$ cat config.mk
export PLATFORM = sky130hd
export DESIGN_NAME = imm_expander
export DESIGN_NICKNAME = d
export VERILOG_FILES = /design/src/rtl/imm_exp_pkg.sv /design/src/rtl/imm_rotr.sv /design/src/rtl/imm_classic_path.sv /design/src/rtl/imm_compact_path.sv /design/src/rtl/imm_expander.sv
export SDC_FILE = /design/constraint.sdc
export NUM_CORES = 1
export LEC_CHECK = 0
export BUFFER_PORTS_ARGS = -buffer_cell sky130_fd_sc_hd__buf_2
export CORE_MARGIN = 8
export CORE_UTILIZATION = 55
export CTS_BUF_LIST = sky130_fd_sc_hd__clkbuf_16
export DETAILED_ROUTE_END_ITERATION = 12
export MAX_ROUTING_LAYER = met4
export PLACE_DENSITY = 0.94
export SETUP_SLACK_MARGIN = 0.05
export SKIP_CTS_REPAIR_TIMING = 1
export SLEW_MARGIN = 20
export SYNTH_ARGS = -nofsm -noshare
export SYNTH_HDL_FRONTEND = slang
export SYNTH_HIERARCHICAL = 1
export SYNTH_SLANG_ARGS = --single-unit
$ cat constraint.sdc
create_clock -name clk -period 3 [get_ports clk]
set_clock_uncertainty 0.2 [all_clocks]
set_input_delay 0.15 -clock clk [delete_from_list [all_inputs] [get_ports clk]]
set_output_delay 0.15 -clock clk [all_outputs]
set_load 0.03 [all_outputs]
$ cat src/rtl/imm_exp_pkg.sv
package imm_exp_pkg;
  localparam int WORD_W  = 32;
  localparam int FIELD_W = 12;
  localparam int BYTE_W  = 8;
  localparam int ROT_W   = $clog2(WORD_W);

  typedef enum logic {
    SCHEME_CLASSIC = 1'b0,
    SCHEME_COMPACT = 1'b1
  } scheme_e;

  typedef struct packed {
    logic [WORD_W-1:0] value;
    logic              carry;
    logic              reserved;
  } expand_t;
endpackage

$ cat src/rtl/imm_rotr.sv
module imm_rotr #(
  parameter int W    = 32,
  parameter int SH_W = 5
) (
  input  logic [W-1:0]    din,
  input  logic [SH_W-1:0] amt,
  output logic [W-1:0]    dout
);
  logic [2*W-1:0] doubled;
  assign doubled = {din, din};
  assign dout    = W'(doubled >> amt);
endmodule

$ cat src/rtl/imm_classic_path.sv
module imm_classic_path
  import imm_exp_pkg::*;
#(
  parameter int DATA_W = WORD_W,
  parameter int BW     = BYTE_W
) (
  input  logic [BW+3:0] field,
  input  logic          carry_in,
  output expand_t       res
);
  localparam int SH_W = $clog2(DATA_W);

  logic [SH_W-1:0]   rot_amt;
  logic [DATA_W-1:0] rotated;

  assign rot_amt = SH_W'({field[BW+3:BW], 1'b0});

  imm_rotr #(.W(DATA_W), .SH_W(SH_W)) u_rot (
    .din  ({{(DATA_W-BW){1'b0}}, field[BW-1:0]}),
    .amt  (rot_amt),
    .dout (rotated)
  );

  always_comb begin
    res.value    = rotated;
    res.carry    = (field[BW+3:BW] == '0) ? carry_in : rotated[DATA_W-1];
    res.reserved = 1'b0;
  end
endmodule

$ cat src/rtl/imm_compact_path.sv
module imm_compact_path
  import imm_exp_pkg::*;
#(
  parameter int DATA_W = WORD_W,
  parameter int BW     = BYTE_W
) (
  input  logic [BW+3:0] imm12,
  input  logic          carry_in,
  output expand_t       res
);
  localparam int SH_W  = $clog2(DATA_W);
  localparam int LANES = DATA_W / BW;

  logic [BW-1:0]     byte_v;
  logic [1:0]        layout;
  logic              repl_sel;
  logic [DATA_W-1:0] repl_val;
  logic [DATA_W-1:0] rot_val;

  assign byte_v   = imm12[BW-1:0];
  assign layout   = imm12[BW+1:BW];
  assign repl_sel = (imm12[BW+3:BW+2] == 2'b00);

  for (genvar k = 0; k < LANES; k++) begin : g_lane
    logic lane_on;
    assign lane_on = (layout == 2'b11)
                   | ((layout == 2'b00) && (k == 0))
                   | ((layout == 2'b01) && (k % 2 == 0))
                   | ((layout == 2'b10) && (k % 2 == 1));
    assign repl_val[k*BW +: BW] = lane_on ? byte_v : '0;
  end

  imm_rotr #(.W(DATA_W), .SH_W(SH_W)) u_rot (
    .din  ({{(DATA_W-BW){1'b0}}, 1'b1, imm12[BW-2:0]}),
    .amt  (imm12[BW+3:BW-1]),
    .dout (rot_val)
  );

  always_comb begin
    if (repl_sel) begin
      res.value    = repl_val;
      res.carry    = carry_in;
      res.reserved = (layout != 2'b00) && (byte_v == '0);
    end else begin
      res.value    = rot_val;
      res.carry    = rot_val[DATA_W-1];
      res.reserved = 1'b0;
    end
  end
endmodule

$ cat src/rtl/imm_expander.sv
module imm_expander
  import imm_exp_pkg::*;
#(
  parameter int DATA_W = WORD_W
) (
  input  logic              clk,
  input  logic              rst,
  input  logic [DATA_W-1:0] insn_word,
  input  logic              carry_in,
  input  logic              mode_compact,
  output logic [DATA_W-1:0] const_value,
  output logic              carry_out,
  output logic [DATA_W-1:0] imm12_zext,
  output logic [DATA_W-1:0] off7_x4,
  output logic [DATA_W-1:0] off8_x4,
  output logic              reserved_pat
);
  localparam int IMM_W = FIELD_W;

  logic [IMM_W-1:0] imm12;
  expand_t          res_classic;
  expand_t          res_compact;
  expand_t          res_sel;
  scheme_e          scheme;
  logic             unused_bits;

  assign imm12       = {insn_word[26], insn_word[14:12], insn_word[7:0]};
  assign scheme      = scheme_e'(mode_compact);
  assign unused_bits = ^{insn_word[DATA_W-1:27], insn_word[25:15]};

  imm_classic_path #(.DATA_W(DATA_W)) u_classic (
    .field    (insn_word[IMM_W-1:0]),
    .carry_in (carry_in),
    .res      (res_classic)
  );

  imm_compact_path #(.DATA_W(DATA_W)) u_compact (
    .imm12    (imm12),
    .carry_in (carry_in),
    .res      (res_compact)
  );

  assign res_sel = (scheme == SCHEME_COMPACT) ? res_compact : res_classic;

  always_ff @(posedge clk) begin
    if (rst) begin
      const_value  <= '0;
      carry_out    <= 1'b0;
      imm12_zext   <= '0;
      off7_x4      <= '0;
      off8_x4      <= '0;
      reserved_pat <= 1'b0;
    end else begin
      const_value  <= res_sel.value;
      carry_out    <= res_sel.carry;
      imm12_zext   <= {{(DATA_W-IMM_W){1'b0}}, imm12};
      off7_x4      <= {{(DATA_W-9){1'b0}}, insn_word[6:0], 2'b00};
      off8_x4      <= {{(DATA_W-10){1'b0}}, insn_word[7:0], 2'b00};
      reserved_pat <= res_sel.reserved;
    end
  end

  // zero classic rotate keeps the incoming carry
  p_classic_carry_pass_r3: assert property (@(posedge clk) disable iff (rst)
    (!mode_compact && insn_word[11:8] == 4'd0) |=> (carry_out == $past(carry_in)));

  // zero classic rotate leaves the byte in place
  p_classic_norot_r2: assert property (@(posedge clk) disable iff (rst)
    (!mode_compact && insn_word[11:8] == 4'd0) |=>
      (const_value == {{(DATA_W-8){1'b0}}, $past(insn_word[7:0])}));

  // replicate path keeps the incoming carry
  p_repl_carry_r6: assert property (@(posedge clk) disable iff (rst)
    (mode_compact && insn_word[26] == 1'b0 && insn_word[14] == 1'b0) |=>
      (carry_out == $past(carry_in)));

  // rotate path always holds exactly the leading one plus seven payload bits
  p_rot_carry_r7: assert property (@(posedge clk) disable iff (rst)
    (mode_compact && (insn_word[26] || insn_word[14])) |=>
      (carry_out == const_value[DATA_W-1]) &&
      ($countones(const_value) == $countones({1'b1, $past(insn_word[6:0])})));

  // the reserved flag never rises in classic mode
  p_reserved_classic_r9: assert property (@(posedge clk) disable iff (rst)
    !mode_compact |=> !reserved_pat);

  // scaled offsets always have their two low bits clear
  p_offset_align_r8: assert property (@(posedge clk) disable iff (rst)
    1'b1 |=> (off7_x4[1:0] == 2'b00) && (off8_x4[1:0] == 2'b00));
endmodule

==> results of run 1 <==
## routing by layer
| layer | up-vias | wire length [microns] |
|---|---|---|
| met5 | - | 0 |
| met4 | 0 | 1100 |
| met3 | 116 | 2070 |
| met2 | 475 | 9360 |
| met1 | 2557 | 6250 |
| li1 | 2221 | - |
## power breakdown
part	leakage (nW)	internal [mW]	switching [mW]	total [mW]
sequential	0.383	0.677	0.0165	0.693
combinational	2.86	0.648	0.909	1.56
clock	0.0940	0.478	0.234	0.712
## logic make-up (layout without fill, tap and decap cells)
kind of cell / count (synthesis) / in the layout / synth area share, %
other: 4 / 267 / 0.225
muxes: 228 / 228 / 59.4
DFF: 46 / 46 / 13.8
AOI/OAI and AO/OA: 48 / 48 / 4.94
and+or+nand+nor: 62 / 62 / 4.64
buffers and inverters: 153 / 115 / 17.1
## Yosys cell counts
| library cell | count | share of area, % |
|---|---|---|
| buf_4 | 86 | 9.7 |
| mux2i_1 | 34 | 5.1 |
| clkbuf_1 | 15 | 0.84 |
| o21ai_0 | 24 | 1.8 |
| buf_1 | 4 | 0.22 |
| buf_6 | 14 | 2.4 |
| nor2b_1 | 13 | 1.2 |
| conb_1 | 4 | 0.22 |
| nor2_1 | 35 | 2.0 |
| mux2_2 | 65 | 11 |
| or2_1 | 1 | 0.094 |
| nor3b_2 | 1 | 0.19 |
| or4_1 | 2 | 0.22 |
| buf_2 | 19 | 1.4 |
| nor4_2 | 1 | 0.19 |
| inv_1 | 8 | 0.45 |
| nor4_4 | 1 | 0.32 |
| dfxtp_1 | 46 | 14 |
| buf_12 | 7 | 2.1 |
| mux2_1 | 1 | 0.17 |
| o31ai_2 | 2 | 0.37 |
| nand2_1 | 8 | 0.45 |
| a22o_1 | 16 | 2.1 |
| mux4_2 | 128 | 43 |
| o31ai_1 | 6 | 0.67 |
## flip-flops by register name, indices dropped and copies added (netlist names)
register,count
const_value,32
imm12_zext,12
carry_out,1
reserved_pat,1
## path summary, 6_finish.rpt
path	startpoint	end	slack, ns	cells past startpoint
setup / recovery	insn_word[12]	const_value[16]$_SDFF_PP0_	0.28	9
hold / removal	insn_word[5]	imm12_zext[5]$_SDFF_PP0_	0.009	2
## critical path, delay by kind of cell
family / cells / cell delay, ns
buffers and inverters: 2 / 0.74
multiplexers: 4 / 1.41
AND/OR/NAND/NOR: 1 / 0.07
AO/OA/AOI/OAI: 2 / 0.26
## area by class of cell
| type | count | area share (%) |
|---|---|---|
| sequential | 46 | 12.3 |
| inverter | 8 | 0.401 |
| multi-input combinational | 605 | 75.0 |
| tap | 147 | 2.46 |
| timing repair buffer | 99 | 7.26 |
| clock buffer | 5 | 1.67 |
| clock inverter | 3 | 0.920 |
## metrics by stage
stage	area (sq um)	hold slack [ns]	setup WS [ns]	instances	power [mW]
after floorplan	7670	0.0782	0.586	804	1.97
after global placement	7290	0.303	0.147	905	2.11
after detailed placement	7290	0.314	0.0496	905	2.16
after CTS	7480	0.00862	0.297	913	2.89
after global routing	7480	0.00556	0.124	913	3.06
final	7480	0.00934	0.283	913	2.96
## placed cells by master, fill, tap and decap left out, drive strengths merged, types with 13 or more instances in the layout
cell | Yosys | final
nor2b | 13 | 13
mux4 | 128 | 128
conb | 4 | 267
o21ai | 24 | 24
buf | 130 | 99
mux2i | 34 | 34
nor2 | 35 | 35
a22o | 16 | 16
mux2 | 66 | 66
dfxtp | 46 | 46
==> results.yml, run 1 <==
routing:
  vias: 5369
  avgRoutedWirePerCell_microns: 20.6
  viasPerCell: 5.88
  detail-route-antenna-nets: 0
  drt_wl_total_microns: 18800
  drtIter0Drc: 669
  drc: 0
  first_pass_iters: 5
setup_path:
  worstPathRequired_ns: 2.94
  crit_fanout: 20
  path_cells: "buf_2 > buf_4 > mux4_2 > mux4_2 > mux2_2 > o21ai_0 > o21ai_0 > mux2i_1 > nor2_1"
  critPathLaunchType: "input port"
  end_kind: "register"
  cpMaxStageDelayCell: "mux4_2"
  setup.worst_path.class: "in -> reg"
  slowest_delay_ns: 0.55
  arrival_ns: 2.66
yosys:
  yosysUniqueCellTypes: 25
  synth_area_per_cell_sq_um: 12.4
  syn_inst: 541
  yosys_warnings: 6
  syn_area_sq_um: 6680
  ys_ff_latch: 46
  ys_seq_area_share_pct: 13.8
cells_and_area:
  multi_input_area_sq_um: 5610
  n_antenna_cell: 0
  final_nets: 801
  fin_util_pct: 62.5
  regArea_sq_um: 921
  drive_gt1_share_pct: 39.8
  fillCellCount: 863
  area_growth_pct: 11.9
timing:
  fin_crit_sh_pct: 90.6
  hold_viol_final: 0
  tns_ns: 0
  tightest_slew_ns: 1.00
  maxSlewViolCount: 0
  max_freq_mhz: 368
  setup_viol: 0
  rsz0062_at_grt: "no"
  relSlewSlack_pct: 33.3
  finalCriticalPeriod_ns: 2.72
grt:
  grt_use_met3_pct: 5.61
  grt_max_degree: 47
  use_met2_pct: 40.2
  grt.overflow.total: 0
  grt_busiest_layer: "met2"
  grt_use_total_pct: 24.2
  antenna_found_initial: 0
  grt_pass1_vias: 5367
  use_met1_pct: 26.9
  grt_pass1_wl_microns: 29600
flow_run:
  maxCapViolations: 0
floorplanning:
  rows: 40
  die_width_microns: 126
  io_pins: 166
  start_util_pct: 55.9
  core_area_sq_um: 12000
  die_y_microns: 126
  die_area_sq_um: 15900
clock_tree:
  cts_sinks: 46
  cts_root_buf: "clkbuf_16"
  htreeDepth: 2
  clkTransAtPathRegs_ns: 0.06
  cts-buffers-inserted: 5
  cts_tree: "yes"
  clockBufferDepth: 2
pwr:
  ir_worst_vdd_v: 0.000230
  p_leak_nw: 3.34
  power_density_nw_per_um2: 396
hold_path:
  holdCritPathClass: "in -> reg"
place:
  gp_congestion: 0.972
  port_buffers: 80
  dp_hpwl_microns: 14100
run_status:
  status: "complete, no violations"
Power figures use the tool's default switching activity.
==> run 2: changes to the inputs <==
--- a/config.mk
+++ b/config.mk
@@ -7,15 +7,14 @@
 export LEC_CHECK = 0
 export BUFFER_PORTS_ARGS = -buffer_cell sky130_fd_sc_hd__buf_2
 export CORE_MARGIN = 8
-export CORE_UTILIZATION = 55
+export CORE_UTILIZATION = 43
 export CTS_BUF_LIST = sky130_fd_sc_hd__clkbuf_16
 export DETAILED_ROUTE_END_ITERATION = 12
 export MAX_ROUTING_LAYER = met4
-export PLACE_DENSITY = 0.94
+export PLACE_DENSITY = 0.89
 export SETUP_SLACK_MARGIN = 0.05
 export SKIP_CTS_REPAIR_TIMING = 1
 export SLEW_MARGIN = 20
 export SYNTH_ARGS = -nofsm -noshare
 export SYNTH_HDL_FRONTEND = slang
-export SYNTH_HIERARCHICAL = 1
 export SYNTH_SLANG_ARGS = --single-unit
==> constraint.sdc (replaced) <==
create_clock -name clk -period 2.45 [get_ports clk]
set_clock_uncertainty 0.2 [all_clocks]
set_input_delay 0.1225 -clock clk [delete_from_list [all_inputs] [get_ports clk]]
set_output_delay 0.1225 -clock clk [all_outputs]
set_load 0.03 [all_outputs]
==> results.yml, run 2 <==
yosys:
  yosysTopAreaCell: "dfxtp_1"
  synth_compound_area_share_pct: 23.3
  synth_top_area_share_pct: 25.2
  synth_common_cells: "buf_4, dfxtp_1, nor2_1"
  ys_seq_area_share_pct: 25.2
  synth_fa_ha_area_share_pct: 0
  yosysMostFrequentCell: "buf_4"
  synth_area_leaders: "dfxtp_1, buf_4, mux2i_1"
  syn_area_sq_um: 3650
  syn_inst: 466
  synthArstFlopShare_pct: 0
  ys_ff_latch: 46
  muxShareOfSynthArea_pct: 8.57
  yosys.area_share.simple_pct: 19.5
  synth_xor_area_share_pct: 0
  synth_top_family_by_area: "buffers and inverters"
  synth_area_per_cell_sq_um: 7.83
  yosysUniqueCellTypes: 58
  synth-main-ff-cell: "dfxtp_1"
  synth-edff-count: 0
  yosys_warnings: 0
setup_path:
  crit_fanout: 8
  setup.worst_path.class: "in -> reg"
  end_kind: "register"
  critPathLaunchType: "input port"
  worstPathRequired_ns: 2.40
  arrival_ns: 2.10
cells_and_area:
  top_register: "const_value"
  final_nets: 549
  instances_no_fill: 619
  top_regs: "const_value (32), imm12_zext (12)"
  largest_reg_flops: 32
  drive_gt1_share_pct: 23.7
  multi_input_area_sq_um: 2130
  finish.instance_area_sq_um: 3890
  area_growth_pct: 6.61
  final_cell_mix: "buf_2, conb_1, dfxtp_1"
  regArea_sq_um: 921
  fillCellCount: 868
  n_antenna_cell: 0
  layout_commonest_cell: "buf_2"
timing:
  tns_ns: 0
  tightest_slew_ns: 0.571
  relSlewSlack_pct: 61.9
  max_freq_mhz: 464
  finalCriticalPeriod_ns: 2.15
  setup_slack_ns: 0.297
  hold_ws_ns: 0.0432
  hold_viol_final: 0
  maxSlewViolCount: 0
  fin_crit_sh_pct: 87.9
  setup_viol: 0
  rsz0062_at_grt: "no"
routing:
  vias: 3700
  drc: 0
  first_pass_iters: 5
  viasPerCell: 5.98
  drt_wl_total_microns: 12200
  avgRoutedWirePerCell_microns: 19.7
  drtIter0Drc: 348
  detail-route-antenna-nets: 0
place:
  place_area_sq_um: 3730
  placed_cells: 609
  gp_congestion: 0.989
  port_buffers: 80
  dp_hpwl_microns: 9120
  place_ws_ns: 0.367
clock_tree:
  htreeDepth: 2
  clockBufferDepth: 2
  cts_sinks: 46
  clkTransAtPathRegs_ns: 0.06
  cts-buffers-inserted: 5
  cts_tree: "yes"
  cts_root_buf: "clkbuf_16"
pwr:
  p_leak_nw: 1.74
  ir_worst_vdd_v: 0.000225
  power_density_nw_per_um2: 559
grt:
  grt.overflow.total: 0
  grt_pass1_vias: 3761
  antenna_found_initial: 0
  grt_pass1_wl_microns: 19100
  grt_use_total_pct: 21.0
  grt_max_degree: 25
floorplanning:
  rows: 33
  die_width_microns: 108
  die_area_sq_um: 11700
  die_y_microns: 108
  start_util_pct: 44.4
  core_area_sq_um: 8220
  io_pins: 166
run_status:
  status: "complete, no violations"
flow_run:
  maxCapViolations: 0
hold_path:
  holdCritPathClass: "in -> reg"
run 2: final timing paths:
check | start | endpoint | slack [ns] | cells past startpoint
worst max-delay path | insn_word[4] | const_value[23]$_SDFF_PP0_ | 0.30 | 6
worst min-delay path | rst | imm12_zext[0]$_SDFF_PP0_ | 0.04 | 2
run 2: final cells by class:
cell class	instances	area share [%]
timing repair buffer	94	13.1
clock buffer	5	3.21
clock inverter	3	0.450
tap	105	3.38
inverter	14	1.35
sequential	46	23.7
multi-input combinational	352	54.8
run 2: worst max-delay path, stage by stage:
cell	delay (ns)
dlygate4sd3_1	0.54
buf_2	0.19
mux2_2	0.32
mux4_2	0.52
a221oi_2	0.33
a211oi_1	0.09
run 2: kinds of logic after synthesis:
group / Yosys count
compound gates: 119
buf+inv: 136
mux: 26
other cells: 1
simple gates: 138
flops: 46
run 2: through the flow:
stage	util (%)	total power [mW]
6_report	47.4	2.18
5_1_grt	47.4	2.26
4_1_cts	47.1	2.16
3_5_place_dp	45.4	1.51
3_3_place_gp	45.4	1.50
2_1_floorplan	-	1.45
run 2: metal layers:
metal | GRT usage, % | routed length [microns] | vias up | part of all wire [%]
li1 | - | - | 1630 | -
met1 | 24.9 | 4760 | 1671 | 39
met2 | 31.3 | 5320 | 344 | 44
met3 | 6.54 | 1700 | 55 | 14
met4 | 10.6 | 431 | 0 | 3.5
met5 | - | 0 | - | 0
run 2: power breakdown:
part / internal (mW) / total [mW] / switching [mW]
Sequential: 0.786 / 0.796 / 0.0106
Combinational: 0.177 / 0.716 / 0.539
Clock: 0.374 / 0.663 / 0.288
==> run 3: changes to the inputs <==
--- a/config.mk
+++ b/config.mk
@@ -5,13 +5,13 @@
 export SDC_FILE = /design/constraint.sdc
 export NUM_CORES = 1
 export LEC_CHECK = 0
-export BUFFER_PORTS_ARGS = -buffer_cell sky130_fd_sc_hd__buf_2
 export CORE_MARGIN = 8
-export CORE_UTILIZATION = 43
+export CORE_UTILIZATION = 55
 export CTS_BUF_LIST = sky130_fd_sc_hd__clkbuf_16
 export DETAILED_ROUTE_END_ITERATION = 12
+export DONT_BUFFER_PORTS = 1
 export MAX_ROUTING_LAYER = met4
-export PLACE_DENSITY = 0.89
+export PLACE_DENSITY = 0.85
 export SETUP_SLACK_MARGIN = 0.05
 export SKIP_CTS_REPAIR_TIMING = 1
 export SLEW_MARGIN = 20
==> results.yml, run 3 (synthesis gave the netlist of run 2 again) <==
timing:
  hold_viol_final: 12
  relSlewSlack_pct: 35.4
  finalCriticalPeriod_ns: 2.40
  setup_viol: 0
  tns_ns: 0
  rsz0062_at_grt: "no"
  fin_crit_sh_pct: 98.1
  max_freq_mhz: 416
  setup_slack_ns: 0.0455
  maxSlewViolCount: 0
  hold_ws_ns: -0.0733
  tightest_slew_ns: 0.965
place:
  gp_congestion: 0.985
  place_ws_ns: 0.740
  port_buffers: 0
  dp_hpwl_microns: 8110
run_status:
  status: "complete, but fails checks"
  violations: "hold timing"
clock_tree:
  cts_sinks: 46
  htreeDepth: 2
  clkTransAtPathRegs_ns: 0.06
  cts_tree: "yes"
  clockBufferDepth: 2
  cts-buffers-inserted: 5
  cts_root_buf: "clkbuf_16"
grt:
  grt_pass1_wl_microns: 17800
  grt.overflow.total: 0
  grt_max_degree: 45
  grt_pass1_vias: 3191
  grt_use_total_pct: 23.2
  antenna_found_initial: 0
setup_path:
  critPathLaunchType: "input port"
  arrival_ns: 2.39
  worstPathRequired_ns: 2.44
  setup.worst_path.class: "in -> reg"
  crit_fanout: 12
  end_kind: "register"
floorplanning:
  io_pins: 166
  rows: 29
  die_area_sq_um: 9500
  start_util_pct: 57.2
  core_area_sq_um: 6390
  die_y_microns: 97.5
  die_width_microns: 97.5
flow_run:
  maxCapViolations: 0
hold_path:
  holdCritPathClass: "in -> reg"
pwr:
  seq_power_share_pct: 43.7
  p_sw_share_pct: 37.0
  power.total_mw: 2.08
  clock_power_share_pct: 31.8
  p_int_mw: 1.31
  power_switching_uw: 769
  pwr-share-comb_pct: 24.6
  power_density_nw_per_um2: 576
  ir_worst_vdd_v: 0.000515
  p_leak_nw: 1.41
routing:
  vias: 3493
  drtIter0Drc: 514
  viasPerCell: 6.68
  drt_wl_total_microns: 12700
  drc: 0
  detail-route-antenna-nets: 0
  first_pass_iters: 6
  avgRoutedWirePerCell_microns: 24.3
cells_and_area:
  final_nets: 481
  layout_commonest_cell: "conb_1"
  top_regs: "const_value (32), imm12_zext (12)"
  area_growth_pct: -1.06
  fin_util_pct: 56.6
  n_antenna_cell: 0
  final_cell_mix: "conb_1, dfxtp_1, nor2_1"
  largest_reg_flops: 32
  drive_gt1_share_pct: 7.40
  top_register: "const_value"
-- run 3: changes by cell type in the layout (fill, tap and decap cells not counted) --
cell,before,now
buf_2,80,0
dlygate4sd3_1,2,23
buf_4,12,2
buf_12,0,1
-- run 3: cell type report --
cell class	instances	area [sq um]
tap	77	96.3
clock inverter	3	17.5
multi-input combinational	352	2130
clock buffer	5	125
fill	598	2770
sequential	46	921
inverter	14	52.6
timing repair buffer	26	265
-- run 3: metal layers --
| metal | track usage, % | up-vias | part of all wire, % | wire length (microns) |
|---|---|---|---|---|
| met1 | 27.9 | 1579 | 37 | 4660 |
| met4 | 9.21 | 0 | 4.4 | 561 |
| li1 | - | 1495 | - | - |
| met2 | 35.2 | 354 | 43 | 5430 |
| met5 | - | - | 0 | 0 |
| met3 | 7.25 | 65 | 16 | 2070 |
-- run 3: worst paths after layout --
| kind | startpoint | end | slack, ns | cells past startpoint |
|---|---|---|---|---|
| min | insn_word[14] | const_value[29]$_SDFF_PP0_ | -0.07 | 3 |
| max | insn_word[26] | const_value[14]$_SDFF_PP0_ | 0.05 | 5 |
-- run 3: power by group through the flow --
| stage | Sequential (mW) | Clock [mW] | Combinational, mW |
|---|---|---|---|
| 4_1_cts | 0.911 | 0.666 | 0.419 |
| 3_5_place_dp | 0.927 | 0 | 0.417 |
| 6_report | 0.908 | 0.660 | 0.511 |
| 5_1_grt | 0.914 | 0.693 | 0.539 |
| 2_1_floorplan | 0.893 | 0 | 0.553 |
| 3_3_place_gp | 0.926 | 0 | 0.417 |
-- run 3: worst max-delay path, stage by stage --
cell and delay (ns):
dlygate4sd3_1 0.79, inv_1 0.27, nor3_1 0.76, nand2_1 0.16
a31oi_1 0.28
-- run 3: stage by stage --
step | cell area, sq um | instances
6_report | 3610 | 523
4_1_cts | 3360 | 499
5_1_grt | 3610 | 523
3_5_place_dp | 3220 | 491
3_3_place_gp | 3220 | 491
2_1_floorplan | 3910 | 534
